File: src/rtl/ihub_pkg.sv
package ihub_pkg;

   localparam int CTL_REGS  = 6;
   localparam int EDGE_REGS = 8;

   localparam logic [1:0] EDGE_PAGE = 2'd2;

   localparam logic [2:0] C_STAT  = 3'd0;
   localparam logic [2:0] C_RAW   = 3'd1;
   localparam logic [2:0] C_ENSET = 3'd2;
   localparam logic [2:0] C_ENCLR = 3'd3;
   localparam logic [2:0] C_SWSET = 3'd4;
   localparam logic [2:0] C_SWCLR = 3'd5;

   localparam logic [2:0] E_SENSE = 3'd0;
   localparam logic [2:0] E_LATCH = 3'd1;
   localparam logic [2:0] E_RISE  = 3'd2;
   localparam logic [2:0] E_FALL  = 3'd3;
   localparam logic [2:0] E_RSET  = 3'd4;
   localparam logic [2:0] E_RCLR  = 3'd5;
   localparam logic [2:0] E_FSET  = 3'd6;
   localparam logic [2:0] E_FCLR  = 3'd7;

   // page code of each output group; the trigger unit sits in the gap at 2
   function automatic logic [1:0] grp_page(input int g);
      case (g)
         0:       return 2'd0;
         1:       return 2'd1;
         default: return 2'd3;
      endcase
   endfunction

endpackage

File: src/rtl/ihub_sync.sv
module ihub_sync #(
   parameter int W      = 64,
   parameter int STAGES = 2
) (
   input  logic         clk,
   input  logic         rst_n,
   input  logic [W-1:0] d,
   output logic [W-1:0] q
);

   if (STAGES < 2) begin : g_bad_stages
      $error("ihub_sync: STAGES must be at least 2");
   end

   logic [W-1:0] stg [STAGES];

   always_ff @(posedge clk) begin
      if (!rst_n) begin
         for (int s = 0; s < STAGES; s++) stg[s] <= '0;
      end else begin
         stg[0] <= d;
         for (int s = 1; s < STAGES; s++) stg[s] <= stg[s-1];
      end
   end

   assign q = stg[STAGES-1];

endmodule

File: src/rtl/ihub_trigger.sv
module ihub_trigger
   import ihub_pkg::*;
#(
   parameter int BANK_W = 32,
   parameter int BANKS  = 2,
   parameter int BIDX_W = 1,
   localparam int N     = BANK_W * BANKS
) (
   input  logic              clk,
   input  logic              rst_n,
   input  logic              wr_en,
   input  logic [BIDX_W-1:0] bank,
   input  logic [2:0]        idx,
   input  logic [BANK_W-1:0] wdata,
   input  logic [N-1:0]      sync_in,
   output logic [N-1:0]      sensed,
   output logic [N-1:0]      rise_q,
   output logic [N-1:0]      fall_q,
   output logic [N-1:0]      latch_q,
   output logic [BANK_W-1:0] rd_word
);

   logic [N-1:0] prev_q;
   logic [N-1:0] rise_d, fall_d, ack, evt;
   logic [N-1:0] edge_mode, low_mode;

   assign edge_mode = rise_q ^ fall_q;
   assign low_mode  = rise_q & fall_q;

   // event detection on the synchronized line against its last value
   assign evt = (rise_q & ~fall_q &  sync_in & ~prev_q)
              | (fall_q & ~rise_q & ~sync_in &  prev_q);

   // edge sources present their latch, level sources their (possibly inverted) line
   assign sensed = (edge_mode & latch_q) | (~edge_mode & (sync_in ^ low_mode));

   always_comb begin
      rise_d = rise_q;
      fall_d = fall_q;
      ack    = '0;
      if (wr_en) begin
         for (int b = 0; b < BANKS; b++) begin
            if (bank == BIDX_W'(b)) begin
               case (idx)
                  E_LATCH: ack[b*BANK_W +: BANK_W]    = wdata;
                  E_RISE:  rise_d[b*BANK_W +: BANK_W] = wdata;
                  E_FALL:  fall_d[b*BANK_W +: BANK_W] = wdata;
                  E_RSET:  rise_d[b*BANK_W +: BANK_W] = rise_q[b*BANK_W +: BANK_W] | wdata;
                  E_RCLR:  rise_d[b*BANK_W +: BANK_W] = rise_q[b*BANK_W +: BANK_W] & ~wdata;
                  E_FSET:  fall_d[b*BANK_W +: BANK_W] = fall_q[b*BANK_W +: BANK_W] | wdata;
                  E_FCLR:  fall_d[b*BANK_W +: BANK_W] = fall_q[b*BANK_W +: BANK_W] & ~wdata;
                  default: ;
               endcase
            end
         end
      end
   end

   always_ff @(posedge clk) begin
      if (!rst_n) begin
         rise_q  <= '0;
         fall_q  <= '0;
         latch_q <= '0;
         prev_q  <= '0;
      end else begin
         rise_q  <= rise_d;
         fall_q  <= fall_d;
         prev_q  <= sync_in;
         // a fresh event outranks an acknowledge of the same bit
         latch_q <= (latch_q & ~ack) | evt;
      end
   end

   always_comb begin
      rd_word = '0;
      for (int b = 0; b < BANKS; b++) begin
         if (bank == BIDX_W'(b)) begin
            case (idx)
               E_SENSE:                rd_word = sensed[b*BANK_W +: BANK_W];
               E_LATCH:                rd_word = latch_q[b*BANK_W +: BANK_W];
               E_RISE, E_RSET, E_RCLR: rd_word = rise_q[b*BANK_W +: BANK_W];
               default:                rd_word = fall_q[b*BANK_W +: BANK_W];
            endcase
         end
      end
   end

endmodule

File: src/rtl/ihub_group.sv
module ihub_group
   import ihub_pkg::*;
#(
   parameter int BANK_W = 32,
   parameter int BANKS  = 2,
   parameter int BIDX_W = 1,
   localparam int N     = BANK_W * BANKS
) (
   input  logic              clk,
   input  logic              rst_n,
   input  logic              wr_en,
   input  logic [BIDX_W-1:0] bank,
   input  logic [2:0]        idx,
   input  logic [BANK_W-1:0] wdata,
   input  logic [N-1:0]      sensed,
   output logic [N-1:0]      en_q,
   output logic [BANK_W-1:0] rd_word,
   output logic              irq
);

   logic [N-1:0] soft_q, en_d, soft_d;
   logic [N-1:0] raw, status;

   assign raw    = sensed | soft_q;
   assign status = raw & en_q;
   assign irq    = |status;

   always_comb begin
      en_d   = en_q;
      soft_d = soft_q;
      if (wr_en) begin
         for (int b = 0; b < BANKS; b++) begin
            if (bank == BIDX_W'(b)) begin
               case (idx)
                  C_ENSET: en_d[b*BANK_W +: BANK_W]   = en_q[b*BANK_W +: BANK_W] | wdata;
                  C_ENCLR: en_d[b*BANK_W +: BANK_W]   = en_q[b*BANK_W +: BANK_W] & ~wdata;
                  C_SWSET: soft_d[b*BANK_W +: BANK_W] = soft_q[b*BANK_W +: BANK_W] | wdata;
                  C_SWCLR: soft_d[b*BANK_W +: BANK_W] = soft_q[b*BANK_W +: BANK_W] & ~wdata;
                  default: ;
               endcase
            end
         end
      end
   end

   always_ff @(posedge clk) begin
      if (!rst_n) begin
         en_q   <= '0;
         soft_q <= '0;
      end else begin
         en_q   <= en_d;
         soft_q <= soft_d;
      end
   end

   always_comb begin
      rd_word = '0;
      for (int b = 0; b < BANKS; b++) begin
         if (bank == BIDX_W'(b)) begin
            case (idx)
               C_STAT:           rd_word = status[b*BANK_W +: BANK_W];
               C_RAW:            rd_word = raw[b*BANK_W +: BANK_W];
               C_ENSET, C_ENCLR: rd_word = en_q[b*BANK_W +: BANK_W];
               C_SWSET, C_SWCLR: rd_word = soft_q[b*BANK_W +: BANK_W];
               default:          rd_word = '0;
            endcase
         end
      end
   end

endmodule

File: src/rtl/intr_fanin_hub.sv
module intr_fanin_hub
   import ihub_pkg::*;
#(
   parameter int BANK_W      = 32,
   parameter int BANKS       = 2,
   parameter int NUM_GROUPS  = 3,
   parameter int SYNC_STAGES = 2,
   parameter int ADDR_W      = 10,
   localparam int N          = BANK_W * BANKS,
   localparam int BIDX_W     = (BANKS > 1) ? $clog2(BANKS) : 1
) (
   input  logic                  clk,
   input  logic                  rst_n,
   input  logic [ADDR_W-1:0]     bus_addr,
   input  logic                  bus_wr,
   input  logic [BANK_W-1:0]     bus_wdata,
   input  logic                  bus_rd,
   output logic [BANK_W-1:0]     bus_rdata,
   input  logic [N-1:0]          src_in,
   output logic [NUM_GROUPS-1:0] irq_out
);

   if (BANK_W != 32) begin : g_bad_width
      $error("intr_fanin_hub: bus words are 32 bits");
   end
   if (ADDR_W != 10) begin : g_bad_addr
      $error("intr_fanin_hub: map needs a 10-bit byte address");
   end
   if (NUM_GROUPS < 1 || NUM_GROUPS > 3) begin : g_bad_groups
      $error("intr_fanin_hub: one to three groups");
   end
   if (EDGE_REGS * BANKS > 64) begin : g_bad_banks
      $error("intr_fanin_hub: banks overflow a 256-byte page");
   end

   // ---------------- address decode ----------------
   logic [1:0]        page;
   logic [5:0]        word;
   logic              aligned;
   logic              c_ok, e_ok;
   logic [BIDX_W-1:0] c_bank, e_bank;
   logic [2:0]        c_idx, e_idx;

   assign page    = bus_addr[9:8];
   assign word    = bus_addr[7:2];
   assign aligned = (bus_addr[1:0] == 2'b00);

   always_comb begin
      c_bank = BIDX_W'(int'(word) / CTL_REGS);
      c_idx  = 3'(int'(word) % CTL_REGS);
      c_ok   = aligned && (int'(word) < CTL_REGS * BANKS);
      e_bank = BIDX_W'(int'(word) / EDGE_REGS);
      e_idx  = 3'(int'(word) % EDGE_REGS);
      e_ok   = aligned && (page == EDGE_PAGE) && (int'(word) < EDGE_REGS * BANKS);
   end

   // ---------------- sources ----------------
   logic [N-1:0] src_sync;

   ihub_sync #(.W(N), .STAGES(SYNC_STAGES)) u_sync (
      .clk   (clk),
      .rst_n (rst_n),
      .d     (src_in),
      .q     (src_sync)
   );

   logic [N-1:0]      sensed;
   logic [N-1:0]      trig_rise, trig_fall, trig_latch;
   logic [BANK_W-1:0] trig_rd;

   ihub_trigger #(.BANK_W(BANK_W), .BANKS(BANKS), .BIDX_W(BIDX_W)) u_trig (
      .clk     (clk),
      .rst_n   (rst_n),
      .wr_en   (bus_wr && e_ok),
      .bank    (e_bank),
      .idx     (e_idx),
      .wdata   (bus_wdata),
      .sync_in (src_sync),
      .sensed  (sensed),
      .rise_q  (trig_rise),
      .fall_q  (trig_fall),
      .latch_q (trig_latch),
      .rd_word (trig_rd)
   );

   // ---------------- output groups ----------------
   logic [N-1:0]      en_g   [NUM_GROUPS];
   logic [BANK_W-1:0] ctl_rd [NUM_GROUPS];
   logic [NUM_GROUPS-1:0] grp_hit;

   for (genvar g = 0; g < NUM_GROUPS; g++) begin : g_grp
      assign grp_hit[g] = c_ok && (page == grp_page(g));

      ihub_group #(.BANK_W(BANK_W), .BANKS(BANKS), .BIDX_W(BIDX_W)) u_grp (
         .clk     (clk),
         .rst_n   (rst_n),
         .wr_en   (bus_wr && grp_hit[g]),
         .bank    (c_bank),
         .idx     (c_idx),
         .wdata   (bus_wdata),
         .sensed  (sensed),
         .en_q    (en_g[g]),
         .rd_word (ctl_rd[g]),
         .irq     (irq_out[g])
      );
   end

   // ---------------- read path ----------------
   logic [BANK_W-1:0] rd_d;

   always_comb begin
      rd_d = '0;
      if (e_ok) rd_d = trig_rd;
      for (int g = 0; g < NUM_GROUPS; g++) begin
         if (grp_hit[g]) rd_d = ctl_rd[g];
      end
   end

   always_ff @(posedge clk) begin
      if (!rst_n)      bus_rdata <= '0;
      else if (bus_rd) bus_rdata <= rd_d;
   end

endmodule

File: config.mk
export PLATFORM = sky130hd
export DESIGN_NAME = intr_fanin_hub
export DESIGN_NICKNAME = d
export VERILOG_FILES = /design/src/rtl/ihub_pkg.sv /design/src/rtl/ihub_sync.sv /design/src/rtl/ihub_trigger.sv /design/src/rtl/ihub_group.sv /design/src/rtl/intr_fanin_hub.sv
export SDC_FILE = /design/constraint.sdc
export NUM_CORES = 2
export LEC_CHECK = 0
export BUFFER_PORTS_ARGS = -buffer_cell sky130_fd_sc_hd__buf_4
export CAP_MARGIN = 40
export CORE_MARGIN = 10
export CORE_UTILIZATION = 38
export CTS_CLUSTER_SIZE = 24
export DETAILED_ROUTE_END_ITERATION = 6
export SETUP_SLACK_MARGIN = 0.05
export SYNTH_ARGS = -nofsm -noshare
export SYNTH_HDL_FRONTEND = slang
export SYNTH_SLANG_ARGS = --single-unit
File: constraint.sdc
create_clock -name clk -period 3.45 [get_ports clk]
set_clock_uncertainty 0.2 [all_clocks]
set_input_delay 0.1725 -clock clk [delete_from_list [all_inputs] [get_ports clk]]
set_output_delay 0.1725 -clock clk [all_outputs]
set_load 0.05 [all_outputs]
## Word-level counts from Yosys, hierarchy flattened

Memories as Yosys holds them, arrays and structs flattened.
Cells that the tools add are included.
Widths: inputs -> output; s select.

- Register bits: 672
- RAM bits: 128
- Input bits: 110
- Output and inout bits: 35
- Memories: 1

- Divide/modulo/power cells: 2
- Order comparisons: 2
- Equality and inequality tests: 15
- Mux-type cells: 40
- Bitwise gates (word level): 64
- Reduce and logical (&&, ||, !) cells: 40

Memory list:

| name | depth | bits a word | read ports | clocked after memory_dff | write ports | line | RTL |
|---|---|---|---|---|---|---|---|
| u_sync.stg | 2 | 64 | 2 | 0 | 2 | ihub_sync.sv:15 | `logic [W-1:0] stg [STAGES];` |

Operators with widths:

| operator | number |
|---|---|
| $and 64x64->64 | 13 |
| $pmux 32 s2 | 12 |
| $pmux 32 s4 | 6 |
| $pmux 32 s3 | 6 |
| $and 32x32->32 | 16 |
| $or 32x32->32 | 16 |
| $not 64->64 | 6 |
| $or 64x64->64 | 6 |
| $mux 32 | 11 |
| $mux 64 | 3 |
| $reduce_or 64->1 | 3 |
| $xor 64x64->64 | 2 |
| $reduce_and 3->1 | 16 |
| $div 7x4->32 const B | 1 |
| $mod 7x4->32 const B | 1 |
| $not 32->32 | 1 |
| $eq 3x3->1 const B | 6 |
| $eq 3x2->1 const B | 4 |
| $logic_and 1x1->1 | 10 |
| $eq 3x1->1 const B | 2 |
| $logic_not 3->1 | 2 |
| $lt 6x4->1 const B | 1 |
| $lt 6x5->1 const B | 1 |
| $reduce_bool 3->1 | 2 |
| 9 further kinds | 16 |

## Depth between registers and ports, before layout

- Depth after elaboration: 11
- Depth in mapped cells: 15
- Mapped depth without buffers: 10

## By module

A second synthesis with hierarchy kept.

- Cells, all modules: 5330
- Area, all modules: 45648.8 um2

By module, submodules not included:

| module | times used | cells each | area each (um2) | seq. area each (um2) |
|---|---|---|---|---|
| ihub_group | 3 | 895 | 7454.6 | 2562.5 |
| ihub_trigger | 1 | 2034 | 16962.5 | 5124.9 |
| ihub_sync | 1 | 334 | 4031.4 | 2562.5 |
| intr_fanin_hub | 1 | 277 | 2290.9 | 640.6 |

## Worst setup path after synthesis

Ideal clock, no wire load.

- Path kind: in2reg
- From: in bus_addr[6]
- To: reg bus_rdata[0]
- Library setup time: 0.130 ns
- Arrival: 2.484 ns
- Path slack: 0.636 ns
- Stages on the path: 13
- Path through: buf_2 clkbuf_1 ha_1 nand2b_1 a21o_1 a32o_1 buf_2 a21o_1 nand2_1 clkbuf_1 o22ai_1 a22oi_1 o21ai_0

- Word-level cells in the longest chain between the ends: 8
- Elaborated cells on any way between the ends: 30
- Those cells by class: div (2); order compare (2); eq/ne (5); mux (13); reduce/logical (8)

Ends and longest elaborated chain:

| item | line | RTL |
|---|---|---|
| start, declared | intr_fanin_hub.sv:14 | `input logic [ADDR_W-1:0] bus_addr,` |
| $mod 7x4->32 | intr_fanin_hub.sv:50 | `c_idx = 3'(int'(word) % CTL_REGS);` |
| $eq 3x3->1 / $eq 3x2->1 (equally long branches) | ihub_group.sv:60 | `case (idx)` |
| $reduce_or 2->1 | ihub_group.sv:60 |  |
| $pmux 32 s4 | ihub_group.sv:60 |  |
| $mux 32 | ihub_group.sv:59 | `if (bank == BIDX_W'(b)) begin` |
| $mux 32 (2 in series) | intr_fanin_hub.sv:115 | `if (grp_hit[g]) rd_d = ctl_rd[g];` |
| $mux 32 * | intr_fanin_hub.sv:115 |  |
| end signal, assigned | intr_fanin_hub.sv:121 | `else if (bus_rd) bus_rdata <= rd_d;` |
| end, declared | intr_fanin_hub.sv:18 | `output logic [BANK_W-1:0] bus_rdata,` |

Every way passes the cells marked *; elsewhere a longest branch is shown, timed or not.
A chain may end at the register's enable or synchronous reset.

## Final worst setup path

- From: reg u_trig.rise_q[6]
- To: out irq_out[1]

- Word-level cells in the longest chain between the ends: 7
- Elaborated cells on any way between the ends: 10
- Those cells by class: bitwise (9); reduce/logical (1)

Ends and longest elaborated chain:

| item | line | RTL |
|---|---|---|
| start, declared | ihub_trigger.sv:17 | `output logic [N-1:0] rise_q,` |
| start signal, assigned | ihub_trigger.sv:66 | `rise_q <= rise_d;` |
| $and 64x64->64 / $xor 64x64->64 (equally long branches) | ihub_trigger.sv:28, ihub_trigger.sv:27 |  |
| $xor 64x64->64 / $not 64->64 (equally long branches) | ihub_trigger.sv:35 | `assign sensed = (edge_mode & latch_q) \| (~edge_mode & (sync_in ^ low_mode));` |
| $and 64x64->64 | ihub_trigger.sv:35 |  |
| $or 64x64->64 * | ihub_trigger.sv:35 |  |
| $or 64x64->64 * | ihub_group.sv:24 | `assign raw = sensed \| soft_q;` |
| $and 64x64->64 * | ihub_group.sv:25 | `assign status = raw & en_q;` |
| $reduce_or 64->1 * | ihub_group.sv:26 | `assign irq = \|status;` |
| end, declared | intr_fanin_hub.sv:20 | `output logic [NUM_GROUPS-1:0] irq_out` |

Marked as above.

==> results.ini <==
[synthesis]
synth_seq_cells = 800
synth-edff-count = 0
async_reset_ff_share_pct = 0
synth_cell_types = 81
yosys.area.top_type_share_pct = 37.4
netlist_area_um2 = 42800
syn_inst = 5371
yosysSeqAreaShare_pct = 37.4
syn_nets = 5674
synth_area_leaders = dfxtp_1, a21oi_1, a311oi_1
yosysWarnings = 0
synth_top_flop_cell = dfxtp_1
yosys.area.top_type = dfxtp_1
syn_area_per_cell_um2 = 7.97

[timing]
period_needed_ns = 3.53
finalHoldViolCount = 0
slew_headroom_pct = 47.8
finalWorstSetupSlack_ns = -0.0797
worst_slew_pin_slew_ns = 0.783
finalSetupViolCount = 2
slew_viol_final = 0
fin_hold_ws_ns = 0.0422
fmax_mhz = 283
rsz0062_at_grt = yes
finalCritPeriodShare_pct = 102

[critical_path]
cp.arrival_ns = 3.16
critPathRequiredTime_ns = 3.08
reg2reg_to = bus_rdata[16]
critical_path_class = register to output port
cp-start-kind = register
r2r_setup_slack_ns = 0.73
endpoint_kind = output port
reg2reg_from = u_trig.rise_q[48]
cp_max_fo = 5
rr_worst_depth = 9

[clocking]
clk_latency_ns = 0.68
cts.clk_slew.worst_paths_ns = 0.07
htreeDepth = 3
cts_sinks = 800
cts_tree = done
cts-buffers-inserted = 90
ctsLongestPathBuffers = 3
cts_root_buf = clkbuf_16

[global_routing]
gr-usage-all-layers_pct = 28.9
grt_pass1_wl_um = 279000
grt_pass1_vias = 40550
antenna_found_initial = 9
grt-ovfl-total = 0
grt_max_degree = 123

[placed_design]
place_ws_ns = 0.122
placed_area_um2 = 47200
place.gp.congestion = 1.03
portBuffers = 144
place_inst = 6830
place_hpwl_um = 129000

[pwr]
power_density_nw_per_um2 = 426
leakage_nw = 17.9
power_mw = 22.4
peakVddDrop_uv = 371

[die]
start_util_pct = 38.2
die_w_um = 356
die_h_um = 356
dieArea_um2 = 127000
core_um2 = 112000
io_pins = 145
rows = 123

[routing]
viasPerCell = 6.34
vias = 45227
antenna_left = 0
wl_per_cell_um = 27.1
wl_um = 193000
drt_first_pass_iters = 7
drc_errors = 0
drtIter0Drc = 6198

[layout]
instances_no_fill = 7130
fin_area_um2 = 52700
synthToLayoutAreaGrowth_pct = 23.0
drive_gt1_share_pct = 16.6
nFillCells = 10742
nets = 5863

[status]
status = finished, violations left
violations = setup timing

[min_path]
whs_path_depth = 3
worstHoldStart = src_in[48]
hold_path_class = primary input to register
hold-path-endpoint = u_sync.stg[0][48]

[flow_run]
maxCapViolCount = 0

[cells in the final DEF (no fill, tap or decap), drive strengths merged, types with 59 or more instances in the layout]
| master | n |
|---|---|
| a21oi | 954 |
| a311oi | 385 |
| and2 | 206 |
| buf | 509 |
| clkbuf | 132 |
| dfxtp | 800 |
| dlygate4sd3 | 110 |
| ha | 193 |
| inv | 139 |
| nand2 | 358 |
| nand3b | 66 |
| nand4 | 59 |
| nor2 | 407 |
| o21ai | 579 |
| o221ai | 99 |
| o22ai | 117 |
| xnor2 | 64 |
[worst max-delay path, cell delays in order (launching register included)]
cell and delay [ns]:
dfxtp_4 0.38, inv_2 0.05, ha_4 0.24, nor2_4 0.13, a21oi_4 0.06, buf_6 0.14
o21ai_4 0.18, buf_6 0.13, nand4_1 0.30, nor4_4 0.36, nand4_1 0.18, buf_6 0.18
buf_8 0.14
[stage by stage]
stage | TNS (ns) | utilization, %
2_1_floorplan | 0 | -
3_3_place_gp | 0 | 42.0
3_5_place_dp | 0 | 42.0
4_1_cts | -0.0549 | 46.4
5_1_grt | -0.184 | 47.0
6_report | -0.0875 | 47.0
[how the worst max path moves through the flow]
stage	startpoint	end	slack [ns]
2_1_floorplan	bus_addr[6]	bus_rdata[0]	0.64
3_3_place_gp	bus_addr[7]	bus_rdata[16]	0.16
3_5_place_dp	u_trig.rise_q[63]	irq_out[1]	0.12
4_1_cts	u_trig.fall_q[5]	irq_out[1]	-0.05
5_1_grt	u_trig.rise_q[6]	irq_out[1]	-0.13
6_report	u_trig.rise_q[6]	irq_out[1]	-0.08
[final cells by class]
| type | instances | area, um^2 | share of cell area, % |
|---|---|---|---|
| multi-input combinational | 3910 | 25300 | 48.0 |
| tap | 1500 | 1880 | 3.56 |
| timing repair buffer | 619 | 5840 | 11.1 |
| clock inverter | 26 | 312 | 0.591 |
| inverter | 139 | 529 | 1.00 |
| clock buffer | 132 | 2690 | 5.10 |
| sequential | 800 | 16200 | 30.7 |
| antenna | 4 | 10.0 | 0.0190 |
[what timing repair did]
action                                  in CTS  in global routing
hold endpoints to repair                   667                  0
pin swaps                                   53                 70
resized for setup                          268                158
endpoints found under the setup margin       3                  3
setup buffers                               20                  9
hold buffers                               110                  0
[routing by layer]
metal,part of all wire (%),wire length [um],up-vias,track usage [%]
met2,40,77600,2801,40.7
met3,12,23800,626,7.70
li1,-,-,20353,-
met5,0.025,48,-,0
met1,41,78300,21439,38.9
met4,6.9,13400,8,17.2
[synthesized netlist by cell type (6+ instances only)]
library cell and count:
o21ai_0 576, o221a_2 8, o2111ai_1 7, a32oi_1 12
nand3_1 32, inv_1 138, o211a_1 7, ha_1 193
and2_1 206, o22ai_1 117, nor3b_1 6, o41ai_1 7
nor2_2 7, o221ai_1 99, a31oi_1 47, buf_4 17
o211ai_1 38, a21oi_1 953, dfxtp_1 800, a311oi_1 385
nor3_1 9, buf_1 16, a21o_1 8, mux2_2 10
a221o_1 7, nor2_1 397, nor4_1 17, nand2_1 355
nand4_1 59, a211oi_1 13, a221oi_1 9, buf_2 138
clkbuf_1 350, nand3b_1 66, o21bai_1 34, o311ai_0 18
o31ai_1 8, a211o_1 23, mux2i_1 29, xnor2_1 64
[cells by family after synthesis]
| group | after synthesis | synth area share [%] |
|---|---|---|
| compound gates | 2424 | 35.1 |
| flops | 800 | 37.4 |
| fa+ha+maj | 193 | 5.64 |
| xor+xnor | 65 | 1.33 |
| mux | 39 | 0.941 |
| buf+inv | 661 | 6.36 |
| simple gates | 1189 | 13.2 |
[power breakdown]
| part | internal [mW] | total, mW | switching (mW) |
|---|---|---|---|
| clock | 5.82 | 9.95 | 4.13 |
| combinational | 0.956 | 3.03 | 2.08 |
| sequential | 9.33 | 9.44 | 0.111 |
(Power assumes the default switching activity.)
